## src/rtl/phase_steer_pkg.sv

```systemverilog
package phase_steer_pkg;

    typedef enum logic [2:0] {
        PS_IDLE     = 3'd0,
        PS_REF_LEAD = 3'd1,
        PS_VAR_LEAD = 3'd2,
        PS_PUSH_UP  = 3'd3,
        PS_PULL_DN  = 3'd4
    } ps_state_t;

endpackage

```

## src/rtl/ps_edge_sync.sv

```systemverilog
module ps_edge_sync #(
    parameter int SYNC_STAGES = 2
) (
    input  logic clk,
    input  logic rst_n,
    input  logic async_in,
    output logic rise
);

    localparam int CHAIN = SYNC_STAGES + 1;

    logic [CHAIN-1:0] chain_q;

    always_ff @(posedge clk) begin
        if (!rst_n) begin
            chain_q <= '0;
        end else begin
            chain_q <= {chain_q[CHAIN-2:0], async_in};
        end
    end

    // Last synchroniser flop high, history flop low: one rising edge.
    assign rise = chain_q[CHAIN-2] & ~chain_q[CHAIN-1];

    // an edge is reported for one cycle only
    p_edge_single_r2: assert property (@(posedge clk) disable iff (!rst_n)
        rise |=> !rise);

endmodule

```

## src/rtl/ps_edge_divider.sv

```systemverilog
module ps_edge_divider #(
    parameter int DIV = 256
) (
    input  logic clk,
    input  logic rst_n,
    input  logic edge_in,
    output logic pulse
);

    generate
        if (DIV == 1) begin : g_pass
            assign pulse = edge_in;
        end else begin : g_count
            localparam int CW = $clog2(DIV);
            localparam logic [CW-1:0] LAST = CW'(DIV - 1);

            logic [CW-1:0] cnt_q;

            always_ff @(posedge clk) begin
                if (!rst_n) begin
                    cnt_q <= '0;
                end else if (edge_in) begin
                    cnt_q <= (cnt_q == LAST) ? '0 : cnt_q + 1'b1;
                end
            end

            assign pulse = edge_in && (cnt_q == LAST);

            // divided edges never come back to back when DIV > 1
            p_div_spacing_r2: assert property (@(posedge clk) disable iff (!rst_n)
                pulse |=> !pulse);
        end
    endgenerate

endmodule

```

## src/rtl/ps_phase_fsm.sv

```systemverilog
module ps_phase_fsm
    import phase_steer_pkg::*;
#(
    parameter int WIN_W = 8
) (
    input  logic             clk,
    input  logic             rst_n,
    input  logic             ref_pulse,
    input  logic             var_pulse,
    input  logic [WIN_W-1:0] lock_win,
    output logic             err_oe,
    output logic             err_level,
    output logic             locked
);

    ps_state_t        state_q, state_d;
    logic [WIN_W-1:0] gap_q;
    logic             gap_load;
    logic             gap_step;
    logic             lock_hit;
    logic             win_zero;

    assign win_zero = (lock_win == '0);

    // State register
    always_ff @(posedge clk) begin
        if (!rst_n) begin
            state_q <= PS_IDLE;
        end else begin
            state_q <= state_d;
        end
    end

    // Next state
    always_comb begin
        state_d  = state_q;
        gap_load = 1'b0;
        gap_step = 1'b0;
        lock_hit = 1'b0;
        unique case (state_q)
            PS_IDLE: begin
                if (ref_pulse && var_pulse) begin
                    lock_hit = 1'b1;
                end else if (ref_pulse) begin
                    gap_load = 1'b1;
                    state_d  = win_zero ? PS_PUSH_UP : PS_REF_LEAD;
                end else if (var_pulse) begin
                    gap_load = 1'b1;
                    state_d  = win_zero ? PS_PULL_DN : PS_VAR_LEAD;
                end
            end
            PS_REF_LEAD: begin
                if (var_pulse) begin
                    lock_hit = 1'b1;
                    state_d  = PS_IDLE;
                end else if (gap_q >= lock_win) begin
                    state_d = PS_PUSH_UP;
                end else begin
                    gap_step = 1'b1;
                end
            end
            PS_VAR_LEAD: begin
                if (ref_pulse) begin
                    lock_hit = 1'b1;
                    state_d  = PS_IDLE;
                end else if (gap_q >= lock_win) begin
                    state_d = PS_PULL_DN;
                end else begin
                    gap_step = 1'b1;
                end
            end
            PS_PUSH_UP: begin
                if (var_pulse) begin
                    state_d = PS_IDLE;
                end
            end
            PS_PULL_DN: begin
                if (ref_pulse) begin
                    state_d = PS_IDLE;
                end
            end
            default: state_d = PS_IDLE;
        endcase
    end

    // Window counter and lock flag
    always_ff @(posedge clk) begin
        if (!rst_n) begin
            gap_q  <= '0;
            locked <= 1'b0;
        end else begin
            if (gap_load) begin
                gap_q <= WIN_W'(1);
            end else if (gap_step) begin
                gap_q <= gap_q + 1'b1;
            end
            if (lock_hit) begin
                locked <= 1'b1;
            end else if ((state_d == PS_PUSH_UP || state_d == PS_PULL_DN) &&
                         state_d != state_q) begin
                locked <= 1'b0;
            end
        end
    end

    // Outputs
    always_comb begin
        err_oe    = 1'b0;
        err_level = 1'b0;
        unique case (state_q)
            PS_PUSH_UP: begin
                err_oe    = 1'b1;
                err_level = 1'b1;
            end
            PS_PULL_DN: begin
                err_oe    = 1'b1;
                err_level = 1'b0;
            end
            default: begin
                err_oe    = 1'b0;
                err_level = 1'b0;
            end
        endcase
    end

    // a set lock flag never coexists with a drive
    p_lock_quiet_r6: assert property (@(posedge clk) disable iff (!rst_n)
        locked |-> !err_oe);

    // level is low while the pin is released
    p_hiz_low_r8: assert property (@(posedge clk) disable iff (!rst_n)
        !err_oe |-> !err_level);

    // the variable edge ends a high drive
    p_up_release_r4: assert property (@(posedge clk) disable iff (!rst_n)
        (state_q == PS_PUSH_UP && var_pulse) |=> !err_oe);

    // the reference edge ends a low drive
    p_dn_release_r5: assert property (@(posedge clk) disable iff (!rst_n)
        (state_q == PS_PULL_DN && ref_pulse) |=> !err_oe);

    // a high drive holds until the variable edge
    p_up_hold_r9: assert property (@(posedge clk) disable iff (!rst_n)
        (state_q == PS_PUSH_UP && !var_pulse) |=> (err_oe && err_level));

    // coincident divided edges lock
    p_coincide_lock_r6: assert property (@(posedge clk) disable iff (!rst_n)
        (state_q == PS_IDLE && ref_pulse && var_pulse) |=> locked);

endmodule

```

## src/rtl/clk_phase_steer.sv

```systemverilog
module clk_phase_steer #(
    parameter int DIV_A       = 256,
    parameter int DIV_B       = 193,
    parameter int WIN_W       = 8,
    parameter int SYNC_STAGES = 2
) (
    input  logic             clk,
    input  logic             rst_n,
    input  logic             clk_a_in,
    input  logic             clk_b_in,
    input  logic             swap_ref,
    input  logic [WIN_W-1:0] lock_win,
    output logic             err_oe,
    output logic             err_level,
    output logic             locked
);

    logic rise_a, rise_b;
    logic div_a, div_b;
    logic ref_pulse, var_pulse;

    ps_edge_sync #(.SYNC_STAGES(SYNC_STAGES)) u_sync_a (
        .clk      (clk),
        .rst_n    (rst_n),
        .async_in (clk_a_in),
        .rise     (rise_a)
    );

    ps_edge_sync #(.SYNC_STAGES(SYNC_STAGES)) u_sync_b (
        .clk      (clk),
        .rst_n    (rst_n),
        .async_in (clk_b_in),
        .rise     (rise_b)
    );

    ps_edge_divider #(.DIV(DIV_A)) u_div_a (
        .clk     (clk),
        .rst_n   (rst_n),
        .edge_in (rise_a),
        .pulse   (div_a)
    );

    ps_edge_divider #(.DIV(DIV_B)) u_div_b (
        .clk     (clk),
        .rst_n   (rst_n),
        .edge_in (rise_b),
        .pulse   (div_b)
    );

    // role selection
    assign ref_pulse = swap_ref ? div_b : div_a;
    assign var_pulse = swap_ref ? div_a : div_b;

    ps_phase_fsm #(.WIN_W(WIN_W)) u_fsm (
        .clk       (clk),
        .rst_n     (rst_n),
        .ref_pulse (ref_pulse),
        .var_pulse (var_pulse),
        .lock_win  (lock_win),
        .err_oe    (err_oe),
        .err_level (err_level),
        .locked    (locked)
    );

endmodule

```

## config.mk

```make
export PLATFORM = sky130hd
export DESIGN_NAME = clk_phase_steer
export DESIGN_NICKNAME = d
export VERILOG_FILES = /design/src/rtl/phase_steer_pkg.sv /design/src/rtl/ps_edge_sync.sv /design/src/rtl/ps_edge_divider.sv /design/src/rtl/ps_phase_fsm.sv /design/src/rtl/clk_phase_steer.sv
export SDC_FILE = /design/constraint.sdc
export NUM_CORES = 1
export LEC_CHECK = 0
export BUFFER_PORTS_ARGS = -buffer_cell sky130_fd_sc_hd__buf_2
export CORE_UTILIZATION = 59
export DETAILED_ROUTE_END_ITERATION = 10
export GPL_TIMING_DRIVEN = 0
export HOLD_SLACK_MARGIN = 0.02
export PLACE_DENSITY = 0.9
export SLEW_MARGIN = 10
export SYNTH_ARGS = -nofsm -noshare
export SYNTH_HDL_FRONTEND = slang
export SYNTH_HIERARCHICAL = 1
export SYNTH_SLANG_ARGS = --single-unit
```

## constraint.sdc

```tcl
create_clock -name clk -period 3.3 [get_ports clk]
set_input_delay 0.165 -clock clk [delete_from_list [all_inputs] [get_ports clk]]
set_output_delay 0.165 -clock clk [all_outputs]
set_load 0.02 [all_outputs]
```

* Yosys cells after proc, flatten, opt, wreduce, memory -nomap -nowiden
Index checks and enable logic that the tools add are counted.
Word-level totals: input port bits 13, output and inout bits 3, register bits after elaboration 34, logic and storage cells 70
Operators by class: equality and inequality tests 9, $add $sub $neg 3, bitwise gates (word level) 5, reductions and logical operators 11, mux-type cells 33, $lt $le $gt $ge 1
Operator list (number):
- 3-bit 2-to-1 mux | 10
- 8-bit by 1-bit adder with 8-bit output (second input constant) | 3
- 1-bit 2-to-1 mux | 17
- 8-bit == test (second input constant) | 2
- 8-bit 2-to-1 mux | 2
- 3-bit case mux with 5 select lines | 1
- 3-bit by 2-bit == test with 1-bit output (second input constant) | 3
- 8-bit greater-or-equal comparator | 1
- 8-bit logical NOT | 1
- 3-bit == test (second input constant) | 2
- 1-bit logical AND | 4
- 2-bit nonzero test | 2
- 2-bit OR reduction | 2
- 3-bit by 1-bit == test with 1-bit output (second input constant) | 1
- 3-bit logical NOT | 1
- 3-bit inequality test | 1
- 1-bit inverter | 3
- 1-bit case mux with 3 select lines | 1
- 1-bit AND | 2
- 2-bit 2-to-1 mux | 1
- 1-bit case mux with 2 select lines | 1
- 1-bit logical OR | 1

* Logic depth before layout (Yosys ltp)
Gate-level depths: netlist of the first run.
word-level depth 13, mapped depth 12, gate-level depth less buffers 11

* Hierarchy
The synthesis of the first run kept the hierarchy.
Modules (own cells, without submodules):
- ps_phase_fsm | area each 962.2 um^2, cells each 118, instances 1, seq. area each 240.2 um^2
- ps_edge_divider at u_div_b | area each 414.1 um^2, cells each 43, instances 1, seq. area each 160.2 um^2
- ps_edge_divider at u_div_a | area each 394.1 um^2, cells each 41, instances 1, seq. area each 160.2 um^2
- ps_edge_sync | area each 92.6 um^2, cells each 7, instances 2, seq. area each 60.1 um^2
- clk_phase_steer | area each 22.5 um^2, cells each 2, instances 1, seq. area each 0.0 um^2

* Worst setup path after synthesis of the first run
OpenSTA, ideal clock, no wires.
kind reg2reg, start point register u_div_b.g_count.cnt_q[0], end point register u_fsm.gap_q[4], data arrival time 2268 ps, path buffers 1, data required time 3180 ps, cell stages (with the launch flop) 13, library setup time 120 ps, clock period less this slack 2388 ps, setup slack 912 ps, path through dfxtp_1 > inv_1 > ha_1 > nand4bb_4 > nor4_1 > mux2_2 > nor2_1 > a21oi_1 > or3_1 > buf_6 > nor4b_2 > xnor2_1 > nor2_1
Between the ends: elaborated cells between the ends (all ways) 13, classes of those cells 1 x eq/ne; 9 x mux; 3 x reduce/logical
RTL lines:
- start: declaration | RTL line ps_edge_divider.sv:17 | logic [CW-1:0] cnt_q;
- start signal: assignment | RTL line ps_edge_divider.sv:23 | cnt_q <= (cnt_q == LAST) ? '0 : cnt_q + 1'b1;
- 8-bit == test * | RTL line ps_edge_divider.sv:27 | assign pulse = edge_in && (cnt_q == LAST);
- 1-bit logical AND * | RTL line ps_edge_divider.sv:27
- net div_b | RTL line clk_phase_steer.sv:19 | logic div_a, div_b;
- 1-bit 2-to-1 mux * | RTL line clk_phase_steer.sv:51 | assign ref_pulse = swap_ref ? div_b : div_a;
- net ref_pulse | RTL line clk_phase_steer.sv:20 | logic ref_pulse, var_pulse;
- 1-bit 2-to-1 mux or 1-bit logical AND (tied branches) | RTL line ps_phase_fsm.sv:44, ps_phase_fsm.sv:42
- 1-bit 2-to-1 mux | RTL line ps_phase_fsm.sv:42 | if (ref_pulse && var_pulse) begin
- 1-bit 2-to-1 mux | RTL line ps_phase_fsm.sv:40 | unique case (state_q)
- 2-bit OR reduction (no line)
- end signal: assignment | RTL line ps_phase_fsm.sv:95 | gap_q <= gap_q + 1'b1;
- end: declaration | RTL line ps_phase_fsm.sv:17 | logic [WIN_W-1:0] gap_q;
The timed path passes the listed nets; every way through them passes the cells marked *. A chain may end at the register's enable or synchronous reset.

* Worst setup path in the final report of the first run
start point register u_div_b.g_count.cnt_q[0], end point register u_fsm.gap_q[5]
The elaborated chain is that of the path after synthesis.

==> impl_results.rst, run 1 <==
.. list-table::
   :header-rows: 1

   * - Metric
     - Value
   * - Iteration count of the initial detailed-routing pass
     - 4
   * - Initial DRC count
     - 83
   * - Endpoint of the worst hold-timing path
     - u_sync_a/chain_q[0]$_SDFF_PN0_
   * - Sequential area share after synthesis
     - 0.344
   * - Mux cell area share after synthesis
     - 0.0316
   * - Root buf cell
     - sky130_fd_sc_hd__clkbuf_4
   * - Setup Skew
     - about 0.0023 ns
   * - Worst-path maximum fanout
     - 8
   * - DIE WIDTH
     - 59.9 µm
   * - Cell area after synthesis
     - 0.00198 mm²
   * - Depth of the CTS H-tree
     - 2
   * - Clock tree from TritonCTS
     - built
   * - Area delta synth->final
     - 9.80%
   * - Pin count of the biggest net entering global routing
     - 22
   * - Post-route setup TNS
     - 0 ns
   * - Yosys warning count
     - 6
   * - Number of buffers inserted during clock tree synthesis
     - 5
   * - Actual slew at the worst max-slew pin
     - a little over 0.5 ns
   * - Synthesized-area fraction occupied by xor and xnor cells
     - 0.0664
   * - Area after detailed placement
     - approximately 0.0021 mm²
   * - Most area-hungry cell type in the Yosys netlist
     - sky130_fd_sc_hd__dfxtp_1
   * - Antenna Cells
     - 0
   * - Net count, final
     - roughly 270
   * - Simple-gate portion of the synthesized area
     - 0.314
   * - Area share of the leading cell type in the synthesized netlist
     - 0.344
   * - Required time of the critical path
     - 3.52 ns
   * - Destination of the worst register-to-register timing path
     - u_fsm/gap_q[5]$_SDFFE_PP0P_
   * - CP Launch Type
     - flip-flop
   * - Kind of capture point of the worst setup path
     - flip-flop
   * - GRT Total Usage
     - 0.222
   * - RSZ-0062 raised after global routing
     - false
   * - Starting utilization of the core area
     - 0.632
   * - Final Hold Slack
     - 0.0330 ns
   * - Min Tclk post-route
     - about 2.7 ns
   * - Worst IR drop on VDD
     - 0.187 mV
   * - Static leakage
     - 0.824 nW
   * - Sequential share of power
     - 0.597
   * - HP Start
     - clk_a_in
   * - Worst Setup SP
     - u_div_b/g_count.cnt_q[0]$_SDFFE_PN0P_
   * - Combinational fraction of design power
     - 0.057
   * - Critical setup path kind
     - reg2reg
   * - DRC Markers
     - 0
   * - Share of flip-flops with an asynchronous set or reset
     - 0
   * - Final slew viol count
     - 0
   * - Count of boundary I/O pins
     - 16
   * - Cell count after synthesis
     - ~220
   * - Data arrival time of the worst path
     - just under 3 ns
   * - Die boundary height
     - approximately 60 µm
   * - Synthesized-area fraction occupied by adder cells
     - 0.0822
   * - Number of hold-slack violations in the final timing report
     - 0
   * - Number of standard cells in the final layout excluding fillers
     - approximately 290
   * - Post CTS Setup Buffer Count
     - 0
   * - Wire length of the first global-routing pass
     - between 5000 and 6000 µm
   * - Number of cells on the worst reg-to-reg path
     - 12
   * - Internal power component
     - between 0.5 and 0.6 mW
   * - Count of hold-fix buffers inserted at cts
     - 0
   * - Number of sinks driven by the clock tree
     - 34
   * - Average wire per cell in the routed design
     - 12.0 µm
   * - Compound-cell area share of the yosys netlist
     - 0.117
   * - Later-pin clock latency in the skew report
     - 0.32 ns
   * - Proportion of layout cells with a drive suffix above 1
     - 0.183
   * - Total power of the final layout
     - 0.700 mW
   * - Detail-routed via count per cell
     - roughly 5.6
   * - Hold WC Path Type
     - in2reg
   * - PostCTS Resize Cnt
     - 0
   * - Power per Cell Area
     - roughly 320 mW/mm²
   * - Outcome
     - finished, final reports clean
   * - Register bit count reported by yosys
     - 34
   * - Buffer depth of the longest clock path
     - 2
   * - Dpl cells
     - roughly 280
   * - Register-to-register setup slack
     - 0.61 ns
   * - Post-route design area
     - approximately 0.0022 mm²
   * - MaxCap Viol Count
     - 0
   * - Area of the die
     - approximately 0.0036 mm²
   * - Final antenna-violating net count
     - 0
   * - Post-Synthesis Net Count
     - 244
   * - Number of antenna violations at the first check in global routing
     - 0
   * - Vias
     - 1,593
   * - Worst slew slack as a fraction of its limit
     - 0.662
   * - Highest achievable clock rate
     - around 0.37 GHz
   * - Routability congestion estimate from global placement
     - roughly 0.83
   * - Switching share of power
     - 0.234
   * - Number of global-route vias before repair
     - about 1,500
   * - Number of cell rows
     - 20
   * - Avg Synthesized Cell Area
     - roughly 9.1 µm²
   * - Final clock period utilization by the worst path
     - 0.816
   * - Largest cells by area after synthesis
     - sky130_fd_sc_hd__dfxtp_1 34%, sky130_fd_sc_hd__ha_1 8.2%, sky130_fd_sc_hd__xnor2_1 4.9%, sky130_fd_sc_hd__nor2_1 3.8%, sky130_fd_sc_hd__and2_1 3.5%
   * - Global route overflow
     - 0
   * - Count of cells along the worst hold path
     - 2
   * - Clock power frac
     - 0.346
   * - Clock slew at reported path FFs
     - roughly 0.10 ns
   * - Filler cell count
     - 255
   * - Most used flip-flop cell after synthesis
     - sky130_fd_sc_hd__dfxtp_1
   * - Half-perimeter wire length after detailed placement
     - 2650 µm
   * - Startpoint of the most critical register-to-register path
     - u_div_b/g_count.cnt_q[0]$_SDFFE_PN0P_
   * - Yosys cell types
     - 46
   * - Number of buffers inserted by port buffering
     - 15
   * - Core Box Area
     - between 0.003 and 0.004 mm²
   * - Switching Power
     - around 0.16 mW
   * - Wirelength, routed
     - about 3400 µm
   * - Post-synth EDFFs
     - 0
   * - Final setup violation count
     - 0
   * - Combinational family with the most area after synthesis
     - simple AND/OR/NAND/NOR gates
[power by group through the flow]
stage	sequential (mW)	combinational [mW]	clock [mW]
3_5_place_dp	0.428	0.0406	0
6_report	0.418	0.0399	0.242
3_3_place_gp	0.427	0.0395	0
4_1_cts	0.418	0.0407	0.251
2_1_floorplan	0.427	0.0247	0
5_1_grt	0.419	0.0452	0.277
[cells in the mapped netlist, types with 2 or more instances]
cell	instances
sky130_fd_sc_hd__nor2_1	20
sky130_fd_sc_hd__o21ai_0	8
sky130_fd_sc_hd__dfxtp_1	34
sky130_fd_sc_hd__nand4_1	8
sky130_fd_sc_hd__or3_1	5
sky130_fd_sc_hd__buf_6	2
sky130_fd_sc_hd__mux2i_1	4
sky130_fd_sc_hd__nand2b_1	4
sky130_fd_sc_hd__xor2_1	4
sky130_fd_sc_hd__and2_1	11
sky130_fd_sc_hd__o21a_1	3
sky130_fd_sc_hd__nor3_1	4
sky130_fd_sc_hd__nor2b_4	2
sky130_fd_sc_hd__mux2_2	2
sky130_fd_sc_hd__xnor2_1	11
sky130_fd_sc_hd__inv_1	13
sky130_fd_sc_hd__a31oi_1	2
sky130_fd_sc_hd__nor4_1	3
sky130_fd_sc_hd__nand2_1	15
sky130_fd_sc_hd__ha_1	13
sky130_fd_sc_hd__a21oi_1	12
sky130_fd_sc_hd__nor2b_1	2
sky130_fd_sc_hd__nor3b_2	2
sky130_fd_sc_hd__nor4b_2	4
sky130_fd_sc_hd__nand3_1	9
[area by class of cell]
| type | instances | area (µm²) | area share |
|---|---|---|---|
| multi-input cells | 166 | 1210 | 0.556 |
| flip-flops and latches | 34 | 681 | 0.313 |
| repair buffers | 15 | 75.1 | 0.0346 |
| well taps | 44 | 55.1 | 0.0253 |
| clock buffers | 6 | 51.3 | 0.0236 |
| inverters | 13 | 48.8 | 0.0225 |
| plain buffers | 5 | 40.0 | 0.0184 |
| clock inverters | 2 | 12.5 | 0.00576 |
[sequential cells by signal, summed over array words and instances, names as in the netlist]
| signal | count |
|---|---|
| u_fsm/locked | 1 |
| u_div_b/g_count.cnt_q | 8 |
| u_sync_a/chain_q | 3 |
| u_fsm/gap_q | 8 |
| u_div_a/g_count.cnt_q | 8 |
| u_fsm/state_q | 3 |
| u_sync_b/chain_q | 3 |
[cell families (layout without fill, tap and decap cells)]
group,after synthesis,after routing
buffers and inverters,18,41
flip-flops,34,34
XOR/XNOR,15,15
multiplexers,6,6
adder cells (fa/ha/maj),13,13
AO/OA/AOI/OAI,34,34
AND/OR/NAND/NOR,98,98
[worst max path at each step]
stage / depth (start not counted) / slack (ns) / to
6_report: 12 / 0.61 / u_fsm/gap_q[5]$_SDFFE_PP0P_
5_1_grt: 12 / 0.45 / u_fsm/gap_q[5]$_SDFFE_PP0P_
4_1_cts: 12 / 0.61 / u_fsm/gap_q[5]$_SDFFE_PP0P_
3_5_place_dp: 12 / 0.66 / u_fsm/gap_q[6]$_SDFFE_PP0P_
3_3_place_gp: 12 / 0.69 / u_fsm/gap_q[7]$_SDFFE_PP0P_
2_1_floorplan: 12 / 0.91 / u_fsm/gap_q[4]$_SDFFE_PP0P_
[per-stage QoR]
| step | worst slack [ns] | util |
|---|---|---|
| floorplan | 0.912 | - |
| global placement | 0.695 | 0.674 |
| detailed placement | 0.656 | 0.674 |
| CTS | 0.606 | 0.694 |
| global route | 0.451 | 0.694 |
| finish | 0.606 | 0.694 |
[placed cells by master, fill, tap and decap left out, types with 8 or more instances in the layout]
| master | n |
|---|---|
| sky130_fd_sc_hd__ha_1 | 13 |
| sky130_fd_sc_hd__inv_1 | 13 |
| sky130_fd_sc_hd__xnor2_1 | 11 |
| sky130_fd_sc_hd__and2_1 | 11 |
| sky130_fd_sc_hd__nand2_1 | 15 |
| sky130_fd_sc_hd__buf_2 | 16 |
| sky130_fd_sc_hd__nand4_1 | 8 |
| sky130_fd_sc_hd__nor2_1 | 20 |
| sky130_fd_sc_hd__a21oi_1 | 12 |
| sky130_fd_sc_hd__o21ai_0 | 8 |
| sky130_fd_sc_hd__dfxtp_1 | 34 |
| sky130_fd_sc_hd__nand3_1 | 9 |
[critical path: stages (launching register included)]
cell,delay [ns]
sky130_fd_sc_hd__dfxtp_1,0.41
sky130_fd_sc_hd__inv_1,0.06
sky130_fd_sc_hd__ha_1,0.22
sky130_fd_sc_hd__nand4bb_4,0.11
sky130_fd_sc_hd__nor4_1,0.08
sky130_fd_sc_hd__mux2_2,0.35
sky130_fd_sc_hd__nor2_1,0.27
sky130_fd_sc_hd__a21oi_1,0.11
sky130_fd_sc_hd__or3_1,0.33
sky130_fd_sc_hd__buf_6,0.15
sky130_fd_sc_hd__nor4_2,0.27
sky130_fd_sc_hd__xnor2_1,0.16
sky130_fd_sc_hd__nor2_1,0.06
[metal layers]
layer / vias to the layer above / wire, µm / GRT usage
met3: 6 / 129 / 0.0584
met5: - / 0 / 0
met1: 731 / 1560 / 0.264
met2: 34 / 1690 / 0.376
met4: 0 / 42 / 0.0930
li1: 822 / - / -
Note: power is estimated with default switching activity, not from simulation.
==> inputs of run 2 (changes only) <==
clock period = 2.6 ns   (was 3.3 ns; I/O delays follow)
==> run 2 against run 1 <==
- first-iteration DRC count is 2.4% higher
- clock skew hardly changed
- non-clock buffer count is 2 higher
- clock power is 27% higher
- global-route usage is 0.091 points lower
- fmax is 7.7% higher
- power is 28% higher
- critical path type unchanged
- largest power group unchanged
==> impl_results.rst, run 2 (synthesis gave the netlist of run 1 again) <==
.. list-table::
   :header-rows: 1

   * - Metric
     - Value
   * - Outcome
     - finished, final reports clean
   * - Power per Cell Area
     - 402 mW/mm² (+25%)
   * - Data arrival time of the worst path
     - 2.72 ns (-0.19 ns)
   * - Antenna Cells
     - 0 (unchanged)
   * - Number of cell rows
     - 20 (unchanged)
   * - Die boundary height
     - 59.9 µm (unchanged)
   * - Wirelength, routed
     - 3520 µm (+3.2%)
   * - Kind of capture point of the worst setup path
     - flip-flop
   * - Final setup violation count
     - 0 (unchanged)
   * - Later-pin clock latency in the skew report
     - 0.32 ns (about the same)
   * - FF/Latch Area
     - 683 µm² (+0.37%)
   * - Number of standard cells in the final layout excluding fillers
     - 287 (+0.70%)
   * - Final Hold Slack
     - 0.175 ns (+0.142 ns)
   * - Number of global-route vias before repair
     - 1,456 (-0.48%)
   * - Clock tree from TritonCTS
     - built
   * - Total area of multi-input combinational cells
     - 0.00123 mm² (+2.2%)
   * - Average wire per cell in the routed design
     - 12.3 µm (+2.5%)
   * - GRT Total Usage
     - 0.221 (-0.000908)
   * - Family with the most delay on the worst path
     - simple AND/OR/NAND/NOR gates
   * - Highest achievable clock rate
     - 0.400 GHz (+7.7%)
   * - Crit path cell chain
     - inv_1 > ha_1 > nand4bb_4 > nor4_1 > mux2_4 > nor3b_2 > a21oi_1 > or3_1 > buf_6 > nor4b_2 > xnor2_1 > nor2_1
   * - Detail-routed via count per cell
     - 5.48 (-2.0%)
   * - Root buf cell
     - sky130_fd_sc_hd__clkbuf_4
   * - DRC Markers
     - 0 (unchanged)
   * - Largest stage delay on the critical path
     - 0.38 ns (-0.03 ns)
   * - Final antenna-violating net count
     - 0 (unchanged)
   * - Total power of the final layout
     - 0.893 mW (+28%)
   * - Number of hold-slack violations in the final timing report
     - 0 (unchanged)
   * - Required time of the critical path
     - 2.82 ns (-0.70 ns)
   * - Iteration count of the initial detailed-routing pass
     - 4 (unchanged)
   * - Buffer depth of the longest clock path
     - 2 (unchanged)
   * - Number of antenna violations at the first check in global routing
     - 0 (unchanged)
   * - Static leakage
     - 0.842 nW (+2.2%)
   * - Core Box Area
     - 0.00313 mm² (unchanged)
   * - Initial DRC count
     - 85 (+2.4%)
   * - Worst slew slack as a fraction of its limit
     - 0.662 (unchanged)
   * - Final slew viol count
     - 0 (unchanged)
   * - Number of buffers inserted by port buffering
     - 15 (unchanged)
   * - Number of sinks driven by the clock tree
     - 34 (unchanged)
   * - Starting utilization of the core area
     - 0.632 (unchanged)
   * - Critical setup path kind
     - reg2reg
   * - Startpoint of the most critical register-to-register path
     - u_div_b/g_count.cnt_q[0]$_SDFFE_PN0P_
   * - Area of the die
     - 0.00359 mm² (unchanged)
   * - Area delta synth->final
     - 12.3%
   * - Number of buffers inserted during clock tree synthesis
     - 5 (unchanged)
   * - Slowest-stage cell, CP
     - sky130_fd_sc_hd__dfxtp_2
   * - CP Launch Type
     - flip-flop
   * - Worst Setup SP
     - u_div_b/g_count.cnt_q[0]$_SDFFE_PN0P_
   * - Depth of the CTS H-tree
     - 2 (unchanged)
   * - Pin count of the biggest net entering global routing
     - 22 (unchanged)
   * - Proportion of layout cells with a drive suffix above 1
     - 0.198 (+0.0150)
   * - Setup Skew
     - 0.00231 ns (-0.00000949 ns)
   * - Filler cell count
     - 243 (-4.7%)
   * - Worst-path maximum fanout
     - 8 (unchanged)
   * - Worst IR drop on VDD
     - 0.240 mV (+28%)
   * - Clock slew at reported path FFs
     - 0.10 ns (about the same)
   * - Global route overflow
     - 0 (unchanged)
   * - Half-perimeter wire length after detailed placement
     - 2650 µm (unchanged)
   * - Hold WC Path Type
     - in2reg
   * - Final clock period utilization by the worst path
     - 0.962 (+0.146)
   * - Largest registers
     - u_div_a/g_count.cnt_q (8), u_div_b/g_count.cnt_q (8), u_fsm/gap_q (8)
   * - Most frequent standard cell in the layout excluding fill and tap cells
     - sky130_fd_sc_hd__dfxtp_1
   * - HP Start
     - rst_n
   * - Dpl cells
     - 277 (unchanged)
   * - Count of boundary I/O pins
     - 16 (unchanged)
   * - Highest-count cells in the layout ignoring fill and taps
     - 32 x sky130_fd_sc_hd__dfxtp_1, 19 x sky130_fd_sc_hd__nor2_1, 16 x sky130_fd_sc_hd__buf_2
   * - DIE WIDTH
     - 59.9 µm (unchanged)
   * - Routability congestion estimate from global placement
     - 0.835 (unchanged)
   * - Post CTS Setup Buffer Count
     - 0 (unchanged)
   * - Min Tclk post-route
     - 2.50 ns (-0.193 ns)
   * - Vias
     - 1,572 (-1.3%)
   * - Actual slew at the worst max-slew pin
     - 0.505 ns (unchanged)
   * - Buffers & Inverters on Critical Path
     - 2 (unchanged)
   * - Wire length of the first global-routing pass
     - 5910 µm (-0.45%)
   * - Net count, final
     - 268 (+0.75%)
   * - MaxCap Viol Count
     - 0 (unchanged)
## run 2: per-layer routing
layer,routed length (µm),vias up,track usage
met3,121,4,0.0584
met2,1750,29,0.370
met1,1620,714,0.266
met5,0,-,0
met4,33,0,0.0930
li1,-,825,-
## run 2: layout make-up
class | count | area share
buffer | 5 | 0.0180
clock buffer | 6 | 0.0231
clock inverter | 2 | 0.00563
inverter | 13 | 0.0220
multi-input combinational | 166 | 0.556
sequential | 34 | 0.308
tap | 44 | 0.0248
timing repair buffer | 17 | 0.0428
## run 2: final timing paths
check                                   endpoint  slack (ns)  cells past startpoint
setup / recovery     u_fsm/gap_q[4]$_SDFFE_PP0P_         0.1                     12
hold reg to reg   u_sync_a/chain_q[1]$_SDFF_PN0_        0.44                      1
setup reg to reg     u_fsm/gap_q[4]$_SDFFE_PP0P_         0.1                     12
hold / removal       u_fsm/state_q[2]$_SDFF_PN0_        0.17                      3
## run 2: where the power goes
part,leakage [nW],switching [mW],total (mW),internal (mW)
logic,0.532,0.0275,0.0539,0.0265
registers,0.276,0.00428,0.531,0.527
clock network,0.0343,0.178,0.308,0.130
total,0.842,0.210,0.893,0.683
## run 2: metrics by stage
stage | setup slack (ns) | utilization | instance area [µm²] | setup TNS (ns)
finish | 0.0986 | 0.710 | 2220 | 0
global route | -0.0143 | 0.710 | 2220 | -0.0143
CTS | 0.0316 | 0.703 | 2200 | 0
detailed placement | -0.0437 | 0.674 | 2110 | -0.166
global placement | -0.00548 | 0.674 | 2110 | -0.00548
floorplan | 0.212 | - | 1980 | 0
## run 2: repair_timing
item	CTS	global route
endpoints found under the hold margin	2	0
gates resized for setup	3	5
cloned	0	0
hold buffers	2	0
pin swaps	0	0
endpoints found under the setup margin	5	5
## run 2: worst register-to-register path, delay by kind of cell (launching register included)
family / cells / cell delay [ns]
xor+xnor: 1 / 0.15
mux: 1 / 0.33
compound gates: 1 / 0.05
flops: 1 / 0.38
fa+ha+maj: 1 / 0.22
simple gates: 6 / 1.06
buf+inv: 2 / 0.21
